==> src/rtl/lcc_pkg.sv <==
package lcc_pkg;
  typedef enum logic [1:0] {
    ST_NORMAL     = 2'd0,
    ST_LIMP       = 2'd1,
    ST_RESET_WAIT = 2'd2
  } lcc_state_e;
endpackage

==> src/rtl/lcc_sync.sv <==
module lcc_sync #(
  parameter int STAGES = 2
) (
  input  logic clk,
  input  logic rst_n,
  input  logic d,
  output logic q
);
  logic [STAGES-1:0] sh;

  always_ff @(posedge clk or negedge rst_n) begin
    if (!rst_n) sh <= '0;
    else        sh <= {sh[STAGES-2:0], d};
  end

  assign q = sh[STAGES-1];
endmodule

==> src/rtl/lcc_loss_det.sv <==
module lcc_loss_det #(
  parameter int THRESH = 64
) (
  input  logic clk,
  input  logic rst_n,
  input  logic tgl_s,
  output logic loss_live
);
  localparam int CW = $clog2(THRESH + 2);
  localparam logic [CW-1:0] SAT = CW'(THRESH + 1);

  logic          tgl_d;
  logic          edge_seen;
  logic [CW-1:0] cnt_q, cnt_n;
  logic          cnt_en;

  assign edge_seen = tgl_s ^ tgl_d;
  assign cnt_en    = edge_seen | (cnt_q != SAT);

  always_comb begin
    cnt_n = cnt_q;
    if (edge_seen)   cnt_n = '0;
    else if (cnt_en) cnt_n = cnt_q + 1'b1;
  end

  always_ff @(posedge clk or negedge rst_n) begin
    if (!rst_n) begin
      tgl_d <= 1'b0;
      cnt_q <= '0;
    end else begin
      tgl_d <= tgl_s;
      if (cnt_en) cnt_q <= cnt_n;
    end
  end

  assign loss_live = (cnt_q == SAT);

  AST_EDGE_CLEARS_LOSS: assert property (@(posedge clk) disable iff (!rst_n)
    edge_seen |=> !loss_live);
endmodule

==> src/rtl/lcc_ctrl_regs.sv <==
module lcc_ctrl_regs #(
  parameter logic LIMP_EN_RST = 1'b1
) (
  input  logic clk,
  input  logic rst_n,
  input  logic wr_en,
  input  logic wd_limp_en,
  input  logic wd_force,
  input  logic wd_clr_sticky,
  input  logic sticky_set,
  output logic limp_en,
  output logic force_bkp,
  output logic sticky
);
  logic sticky_n;
  logic sticky_en;

  assign sticky_en = sticky_set | (wr_en & wd_clr_sticky);

  always_comb begin
    sticky_n = sticky;
    if (sticky_set)                 sticky_n = 1'b1;
    else if (wr_en & wd_clr_sticky) sticky_n = 1'b0;
  end

  always_ff @(posedge clk or negedge rst_n) begin
    if (!rst_n) begin
      limp_en   <= LIMP_EN_RST;
      force_bkp <= 1'b0;
      sticky    <= 1'b0;
    end else begin
      if (wr_en) begin
        limp_en   <= wd_limp_en;
        force_bkp <= wd_force;
      end
      if (sticky_en) sticky <= sticky_n;
    end
  end

  AST_STICKY_KEEPS: assert property (@(posedge clk) disable iff (!rst_n)
    (sticky && !(wr_en && wd_clr_sticky)) |=> sticky);
endmodule

==> src/rtl/lcc_fsm.sv <==
module lcc_fsm
  import lcc_pkg::*;
#(
  parameter int PULSE_LEN = 16
) (
  input  logic clk,
  input  logic rst_n,
  input  logic limp_en,
  input  logic force_bkp,
  input  logic sticky,
  input  logic loss_live,
  input  logic rst_bad,
  output logic sel_bkp,
  output logic hreset_req
);
  localparam int PW = (PULSE_LEN > 2) ? $clog2(PULSE_LEN) : 1;
  localparam logic [PW-1:0] LAST = PW'(PULSE_LEN - 1);

  lcc_state_e    state_q, state_n;
  logic          sel_q, sel_n;
  logic [PW-1:0] pcnt_q, pcnt_n;
  logic          go_bkp, go_norm;

  assign go_bkp  = (limp_en & (loss_live | force_bkp)) | rst_bad;
  assign go_norm = !rst_bad & (!limp_en | (!force_bkp & !sticky));

  always_comb begin
    state_n = state_q;
    sel_n   = sel_q;
    pcnt_n  = pcnt_q;
    unique case (state_q)
      ST_NORMAL: if (go_bkp) begin
        state_n = ST_RESET_WAIT;
        sel_n   = 1'b1;
        pcnt_n  = '0;
      end
      ST_LIMP: if (go_norm) begin
        state_n = ST_RESET_WAIT;
        sel_n   = 1'b0;
        pcnt_n  = '0;
      end
      ST_RESET_WAIT: begin
        if (pcnt_q == LAST) state_n = sel_q ? ST_LIMP : ST_NORMAL;
        else                pcnt_n  = pcnt_q + 1'b1;
      end
      default: state_n = ST_NORMAL;
    endcase
  end

  always_ff @(posedge clk or negedge rst_n) begin
    if (!rst_n) begin
      state_q <= ST_NORMAL;
      sel_q   <= 1'b0;
      pcnt_q  <= '0;
    end else begin
      state_q <= state_n;
      sel_q   <= sel_n;
      pcnt_q  <= pcnt_n;
    end
  end

  assign sel_bkp    = sel_q;
  assign hreset_req = (state_q == ST_RESET_WAIT);

  AST_SEL_MOVES_WITH_PULSE: assert property (@(posedge clk) disable iff (!rst_n)
    !$stable(sel_q) |-> hreset_req);
  AST_PULSE_LEN: assert property (@(posedge clk) disable iff (!rst_n)
    $fell(hreset_req) |-> ($past(pcnt_q) == LAST));
  AST_LIMP_OFF_HOLDS_MAIN: assert property (@(posedge clk) disable iff (!rst_n)
    (state_q == ST_NORMAL && !limp_en && !rst_bad) |=> (state_q == ST_NORMAL));
  AST_STICKY_HOLDS_LIMP: assert property (@(posedge clk) disable iff (!rst_n)
    (state_q == ST_LIMP && sticky && limp_en) |=> (state_q == ST_LIMP));
endmodule

==> src/rtl/limp_clk_ctrl.sv <==
module limp_clk_ctrl #(
  parameter int   THRESH      = 64,
  parameter int   PULSE_LEN   = 16,
  parameter int   SYNC_STAGES = 2,
  parameter logic LIMP_EN_RST = 1'b1
) (
  input  logic bkp_clk,
  input  logic rst_n,
  input  logic hard_rst_in,
  input  logic pll_locked,
  input  logic main_clk_tgl,
  input  logic bkp_cfg,
  input  logic wr_en,
  input  logic wr_limp_en,
  input  logic wr_force_bkp,
  input  logic wr_clr_sticky,
  output logic sel_bkp,
  output logic hreset_req,
  output logic loss_live,
  output logic loss_sticky,
  output logic eng_clk_en
);
  logic rst_s_n;
  logic pll_s;
  logic tgl_s;
  logic limp_en, force_bkp;
  logic rst_bad;

  lcc_sync #(.STAGES(SYNC_STAGES)) u_rst_sync (
    .clk(bkp_clk), .rst_n(rst_n), .d(1'b1), .q(rst_s_n));

  lcc_sync #(.STAGES(SYNC_STAGES)) u_pll_sync (
    .clk(bkp_clk), .rst_n(rst_s_n), .d(pll_locked), .q(pll_s));

  lcc_sync #(.STAGES(SYNC_STAGES)) u_tgl_sync (
    .clk(bkp_clk), .rst_n(rst_s_n), .d(main_clk_tgl), .q(tgl_s));

  lcc_loss_det #(.THRESH(THRESH)) u_det (
    .clk(bkp_clk), .rst_n(rst_s_n), .tgl_s(tgl_s), .loss_live(loss_live));

  assign rst_bad = hard_rst_in & (!pll_s | loss_live);

  lcc_ctrl_regs #(.LIMP_EN_RST(LIMP_EN_RST)) u_regs (
    .clk(bkp_clk), .rst_n(rst_s_n), .wr_en(wr_en),
    .wd_limp_en(wr_limp_en), .wd_force(wr_force_bkp),
    .wd_clr_sticky(wr_clr_sticky), .sticky_set(loss_live | rst_bad),
    .limp_en(limp_en), .force_bkp(force_bkp), .sticky(loss_sticky));

  lcc_fsm #(.PULSE_LEN(PULSE_LEN)) u_fsm (
    .clk(bkp_clk), .rst_n(rst_s_n), .limp_en(limp_en),
    .force_bkp(force_bkp), .sticky(loss_sticky), .loss_live(loss_live),
    .rst_bad(rst_bad), .sel_bkp(sel_bkp), .hreset_req(hreset_req));

  assign eng_clk_en = pll_s | bkp_cfg;

  AST_NO_SWITCH_ON_LOCK_ALONE: assert property (@(posedge bkp_clk) disable iff (!rst_s_n)
    (!hard_rst_in && !hreset_req && !loss_live && !$stable(pll_s) && !sel_bkp && !force_bkp)
      |=> !sel_bkp);
endmodule

==> config.mk <==
export PLATFORM = sky130hd
export DESIGN_NAME = limp_clk_ctrl
export DESIGN_NICKNAME = d
export VERILOG_FILES = /design/src/rtl/lcc_pkg.sv /design/src/rtl/lcc_sync.sv /design/src/rtl/lcc_loss_det.sv /design/src/rtl/lcc_ctrl_regs.sv /design/src/rtl/lcc_fsm.sv /design/src/rtl/limp_clk_ctrl.sv
export SDC_FILE = /design/constraint.sdc
export NUM_CORES = 1
export LEC_CHECK = 0
export BUFFER_PORTS_ARGS = -buffer_cell sky130_fd_sc_hd__buf_2
export CORE_MARGIN = 3
export CORE_UTILIZATION = 30
export DETAILED_ROUTE_END_ITERATION = 8
export SYNTH_ARGS = -nofsm -noshare
export SYNTH_HDL_FRONTEND = slang
export SYNTH_HIERARCHICAL = 1
export SYNTH_SLANG_ARGS = --single-unit
==> constraint.sdc <==
create_clock -name bkp_clk -period 1.5 [get_ports bkp_clk]
set_clock_uncertainty 0.2 [all_clocks]
set_input_delay 0.3 -clock bkp_clk [delete_from_list [all_inputs] [get_ports bkp_clk]]
set_output_delay 0.3 -clock bkp_clk [all_outputs]
set_load 0.05 [all_outputs]
After elaboration in Yosys (flattened, before gate mapping). Cells that the tools add are included.

Add/sub/neg operators: 2. Eq/ne operators: 9. Multiplexer cells: 15. Bitwise logic cells: 14. Reduce and logical (&&, ||, !) cells: 13.

Operators by type and width (number): $mux W4 (3); $pmux W4 S3 (1); $or A1 B1 Y1 (8); $add A7 B1 Y7 const B (1); $eq A7 B7 Y1 const B (1); $mux W7 (1); $ne A7 B7 Y1 const B (1); $mux W2 (3); $ne A2 B1 Y1 const B (3); $pmux W2 S3 (1); $reduce_and A3 Y1 (2); $and A1 B1 Y1 (5); $logic_not A1 Y1 (5); $mux W1 (5); $add A4 B1 Y4 const B (1); $eq A4 B4 Y1 const B (1); $reduce_and A4 Y1 (1); $reduce_bool A2 Y1 (2); $reduce_bool A3 Y1 (1); $eq A2 B1 Y1 const B (1); $eq A2 B2 Y1 const B (1); $logic_not A2 Y1 (1); $ne A2 B2 Y1 const B (1); $pmux W1 S2 (1); other kinds (2) (2).

Register bits after elaboration: 24. Logic and storage cells: 64.

Logic depth before layout (Yosys ltp).
Depth after elaboration: 7. Mapped depth: 11. Mapped depth without buffers: 10.

Modules after synthesis. The synthesis kept the hierarchy.

Modules (own cells, without submodules): lcc_loss_det (instances 1, cells an instance 39, area an instance 407.9 um^2, seq. area each 200.2 um^2); lcc_fsm (instances 1, cells an instance 38, area an instance 377.9 um^2, seq. area each 175.2 um^2); lcc_sync (instances 3, cells an instance 2, area an instance 50.0 um^2, seq. area each 50.0 um^2); lcc_ctrl_regs (instances 1, cells an instance 7, area an instance 110.1 um^2, seq. area each 76.3 um^2); limp_clk_ctrl (instances 1, cells an instance 6, area an instance 27.5 um^2, seq. area each 0.0 um^2).

Worst setup path after synthesis. Ideal clock, no wire load.

Kind: register to register. Start point: register u_det.cnt_q[3]. End point: register u_fsm.pcnt_q[0]. Library setup time: 0.125 ns. Arrival time: 2.743 ns. Path slack: -1.568 ns. Stages on the path, launching flop included: 10. Clock period less this slack: 3.068 ns. Cells stage by stage: dfrtp_1 nor4_2 and2_1 inv_1 a21oi_1 nor2_1 or4b_4 and3_1 buf_6 mux2_4.

Cells in the longest elaborated chain, start to end: 7. Elaborated cells on any way between the ends: 11. Those cells by class: eq/ne: 3; bitwise: 6; reduce/logical: 2.

Ends and longest elaborated chain: start, declared (RTL line lcc_loss_det.sv:14) `logic [CW-1:0] cnt_q, cnt_n;`; start signal, assigned (RTL line lcc_loss_det.sv:32) `if (cnt_en) cnt_q <= cnt_n;`; $eq A7 B7 Y1 (*) (RTL line lcc_loss_det.sv:36) `assign loss_live = (cnt_q == SAT);`; via loss_live (RTL line limp_clk_ctrl.sv:19) `output logic loss_live,`; $or A1 B1 Y1 (*) (RTL line limp_clk_ctrl.sv:41) `assign rst_bad = hard_rst_in & (!pll_s | loss_live);`; $and A1 B1 Y1 (*) (RTL line limp_clk_ctrl.sv:41); via rst_bad (RTL line limp_clk_ctrl.sv:27) `logic rst_bad;`; $logic_not A1 Y1 (RTL line lcc_fsm.sv:25) `assign go_norm = !rst_bad & (!limp_en | (!force_bkp & !sticky));`; $and A1 B1 Y1 (RTL line lcc_fsm.sv:25); $ne A2 B1 Y1 (no source line); $reduce_and A4 Y1 (no source line) (*); end signal, assigned (RTL line lcc_fsm.sv:58) `pcnt_q <= pcnt_n;`; end, declared (RTL line lcc_fsm.sv:21) `logic [PW-1:0] pcnt_q, pcnt_n;`.

Mark *: on every way through the listed nets, which the timed path passes. The rest lies on a longest branch. A chain may end at the register's enable or synchronous reset.

Worst setup path after layout.
Start point: register u_det.cnt_q[5]. End point: register u_fsm.pcnt_q[0].

Cells in the longest elaborated chain, start to end: 7. Elaborated cells on any way between the ends: 11. Those cells by class: eq/ne: 3; bitwise: 6; reduce/logical: 2.

Ends and longest elaborated chain (RTL line): $eq A7 B7 Y1 (*) (lcc_loss_det.sv:36); $or A1 B1 Y1 (*) (limp_clk_ctrl.sv:41); $and A1 B1 Y1 (*) (limp_clk_ctrl.sv:41); via rst_bad (limp_clk_ctrl.sv:27); $logic_not A1 Y1 (lcc_fsm.sv:25); $and A1 B1 Y1 (lcc_fsm.sv:25); $ne A2 B1 Y1 (no source line); $reduce_and A4 Y1 (no source line) (*).

Marks and branches as above.

==> metrics.cfg <==
[floorplanning]
start_util_pct = 31.7
dieArea_um2 = 4330
num_io_pins = 15
dieHeight_um = 65.8
fp.coreArea_um2 = 3390
rows = 21
fp.dieW_um = 65.8

[sta]
slew_viol_final = 0
setup_viol = 16
rsz0062_at_grt = yes
fin_ws_ps = -946
hold_slack_ps = 10.6
min_period_over_period_pct = 163
period_minus_slack_ps = 2450
tightest_slew_ps = 564
hold_viol = 0
fmax_mhz = 409
relSlewSlack_pct = 62.3

[clocking]
cts_tree = built
cts.sinks = 24
root_buffer = clkbuf_4
cts.path.max_buffers = 2
h-tree-depth = 1
clock_latency_ps = 310
clk_pin_slew_ps = 130
numCtsBuffers = 3

[synthesis]
syn_inst = 96
synthTopCellsByCount = dfrtp_1, nand2_1, o21ai_0, inv_1
synthXorXnorAreaFrac_pct = 3.26
syn-cell-area_um2 = 1070
synth-adder-area-share_pct = 3.50
avgSynthCellArea_um2 = 11.2
synth_edf_count = 0
synthMuxAreaShare_pct = 5.36
synth_seq_cells = 24
post_synth_num_cell_types = 34
ys_seq_area_share_pct = 56.1
synth_top_family_by_area = simple AND/OR/NAND/NOR gates
synth_top_area_share_pct = 53.6
async_flop_share_pct = 100
synth_warnings = 6
synth_ff_type = dfrtp_1
synth.area.top_cells = dfrtp_1, ha_1, o21ai_0, dfstp_2, nand2_1
yosysMostFrequentCell = dfrtp_1
yosys.area_share.simple_pct = 19.3
synth-compound-area-share_pct = 8.97
syn-num-nets = 109
synth.largest_area_cell = dfrtp_1

[critical_path]
rr_endpoint = u_fsm/pcnt_q[0]$_DFFE_PN0P_
critPathMaxFanout = 3
critical-path-slowest-cell = or4b_4
end_kind = flop
crit_family = simple AND/OR/NAND/NOR gates
crit_path_start_kind = flop
path_class = reg -> reg
timing.critical_path.buf_inv = 1
rr_startpoint = u_det/cnt_q[5]$_DFFE_PN0P_
reg2reg_depth = 8
cp.arrival_ps = 2460
path_cells = nor4_4 > and2_4 > inv_2 > a21oi_2 > nor2_1 > or4b_4 > and3_4 > mux2_4
critical_path.max_stage_delay_ps = 520
reg2reg_slack_ps = -950
critical_path_required_ps = 1520

[finish]
postLayoutCoreUtil_pct = 49.7
drive_gt1_share_pct = 49.0
syn_to_final_growth_pct = 56.9
final_cell_area_um2 = 1680
layout.cells.non_filler = 197
nets = 165
diodes = 0

[detailed_routing]
routedWlPerCell_um = 12.3
via_per_inst = 4.53
drc = 0
antenna_left = 0
drt-total-wl_mm = 2.43
dr.first_iter.drc_count = 22
num_vias = 892
firstDrtPassIters = 4

[outcome]
status = complete, but fails checks
violations = negative setup slack

[global_route]
track_usage_pct = 11.8
antenna_found_initial = 0
grt_pass1_vias = 863
grt_max_degree = 23
grt_pass1_wl_mm = 3.83
grt_overflow = 0

[pwr]
combPwrFrac_pct = 45.4
internal_power_mw = 1.44
ir_drop_v = 0.000607
powerDensity_nw_per_um2 = 1280
pwr-share-seq_pct = 38.8
clkPwrFrac_pct = 15.8
leakagePower_nw = 0.796
finalPower_mw = 2.15
power_switching_share_pct = 33.2
p_switching_mw = 0.714

[place]
dp_cells = 177
placed_area_um2 = 1380
port_buffers = 14
place_hpwl_mm = 1.60
place.gp.congestion = 0.755

[min_path]
hold_path.class = reg -> async

[job]
maxCapViolations = 0

-- state kept, by name (all words and copies together), names as in the netlist --
register	flops
u_det/cnt_q	7
u_fsm/pcnt_q	4
u_fsm/state_q	2
u_pll_sync/sh	2
u_rst_sync/sh	2
u_tgl_sync/sh	2
u_det/tgl_d	1
u_fsm/sel_bkp	1
u_regs/force_bkp	1
u_regs/limp_en	1
u_regs/sticky	1
-- stage by stage --
step | setup WS [ps] | setup TNS, ps
floorplan | -1180 | -6580
global route | -1030 | -8670
finish | -946 | -7500
CTS | -925 | -7280
global placement | -893 | -5620
detailed placement | -954 | -6040
-- layer usage --
| layer | GRT usage, % | vias up | share of wire (%) |
|---|---|---|---|
| li1 | - | 446 | - |
| met1 | 13.9 | 427 | 46 |
| met2 | 20.9 | 15 | 49 |
| met3 | 3.06 | 4 | 2.8 |
| met4 | 3.11 | 0 | 1.9 |
| met5 | 0 | - | 0 |
-- repair_timing --
action | in CTS | in global routing
hold endpoints to repair | 6 | 0
hold buffers | 5 | 0
setup buffers | 7 | 8
gates resized for setup | 25 | 11
pin swaps | 8 | 5
endpoints found under the setup margin | 14 | 17
-- layout by cell type (no fill, tap or decap), types with 2 or more instances in the layout --
master,Yosys,routed
a21oi_1,4,2
a21oi_2,0,2
a31oi_1,2,2
and2_4,0,2
buf_2,0,9
buf_4,0,27
buf_6,1,9
buf_8,0,3
clkbuf_4,0,3
dfrtp_1,23,23
dlygate4sd3_1,0,5
ha_4,0,2
inv_1,5,3
inv_2,0,2
mux2_2,2,2
mux2i_1,2,2
nand2_1,7,6
nand2b_1,2,2
nand3_1,4,4
nand3b_1,3,3
nand4_1,2,2
nor2_1,3,3
nor3_1,2,2
o21ai_0,6,6
o21ai_2,0,2
xor2_1,3,3
-- how the worst max path moves through the flow --
stage                                        endpoint                       start  slack, ps  cells past startpoint
after floorplan           u_fsm/pcnt_q[0]$_DFFE_PN0P_  u_det/cnt_q[5]$_DFFE_PN0P_      -1180                      9
after global placement    u_fsm/pcnt_q[0]$_DFFE_PN0P_  u_det/cnt_q[5]$_DFFE_PN0P_       -890                      8
after detailed placement  u_fsm/pcnt_q[0]$_DFFE_PN0P_  u_det/cnt_q[5]$_DFFE_PN0P_       -950                      8
after CTS                 u_fsm/pcnt_q[0]$_DFFE_PN0P_  u_det/cnt_q[5]$_DFFE_PN0P_       -930                      8
after global routing      u_fsm/pcnt_q[0]$_DFFE_PN0P_  u_det/cnt_q[5]$_DFFE_PN0P_      -1030                      8
final                     u_fsm/pcnt_q[0]$_DFFE_PN0P_  u_det/cnt_q[5]$_DFFE_PN0P_       -950                      8
-- kinds of logic after synthesis --
group | count (synthesis)
AND/OR/NAND/NOR | 35
flip-flops | 24
AO/OA/AOI/OAI | 17
buffers and inverters | 7
multiplexers | 5
XOR/XNOR | 4
adder cells (fa/ha/maj) | 3
other | 1
-- power groups by stage --
stage	registers (mW)	clock network, mW	logic, mW
floorplan	0.927	0	0.415
global placement	0.839	0	0.779
detailed placement	0.841	0	0.799
CTS	0.833	0.359	0.903
global route	0.845	0.377	1.06
finish	0.834	0.341	0.976
-- layout make-up --
class	instances	area, µm²
fill	295	1710
multi-input combinational	65	526
inverter	5	18.8
sequential	24	602
clock buffer	4	36.3
tap	46	57.6
timing repair buffer	53	444
No activity file was read; power rests on OpenSTA's default activity.
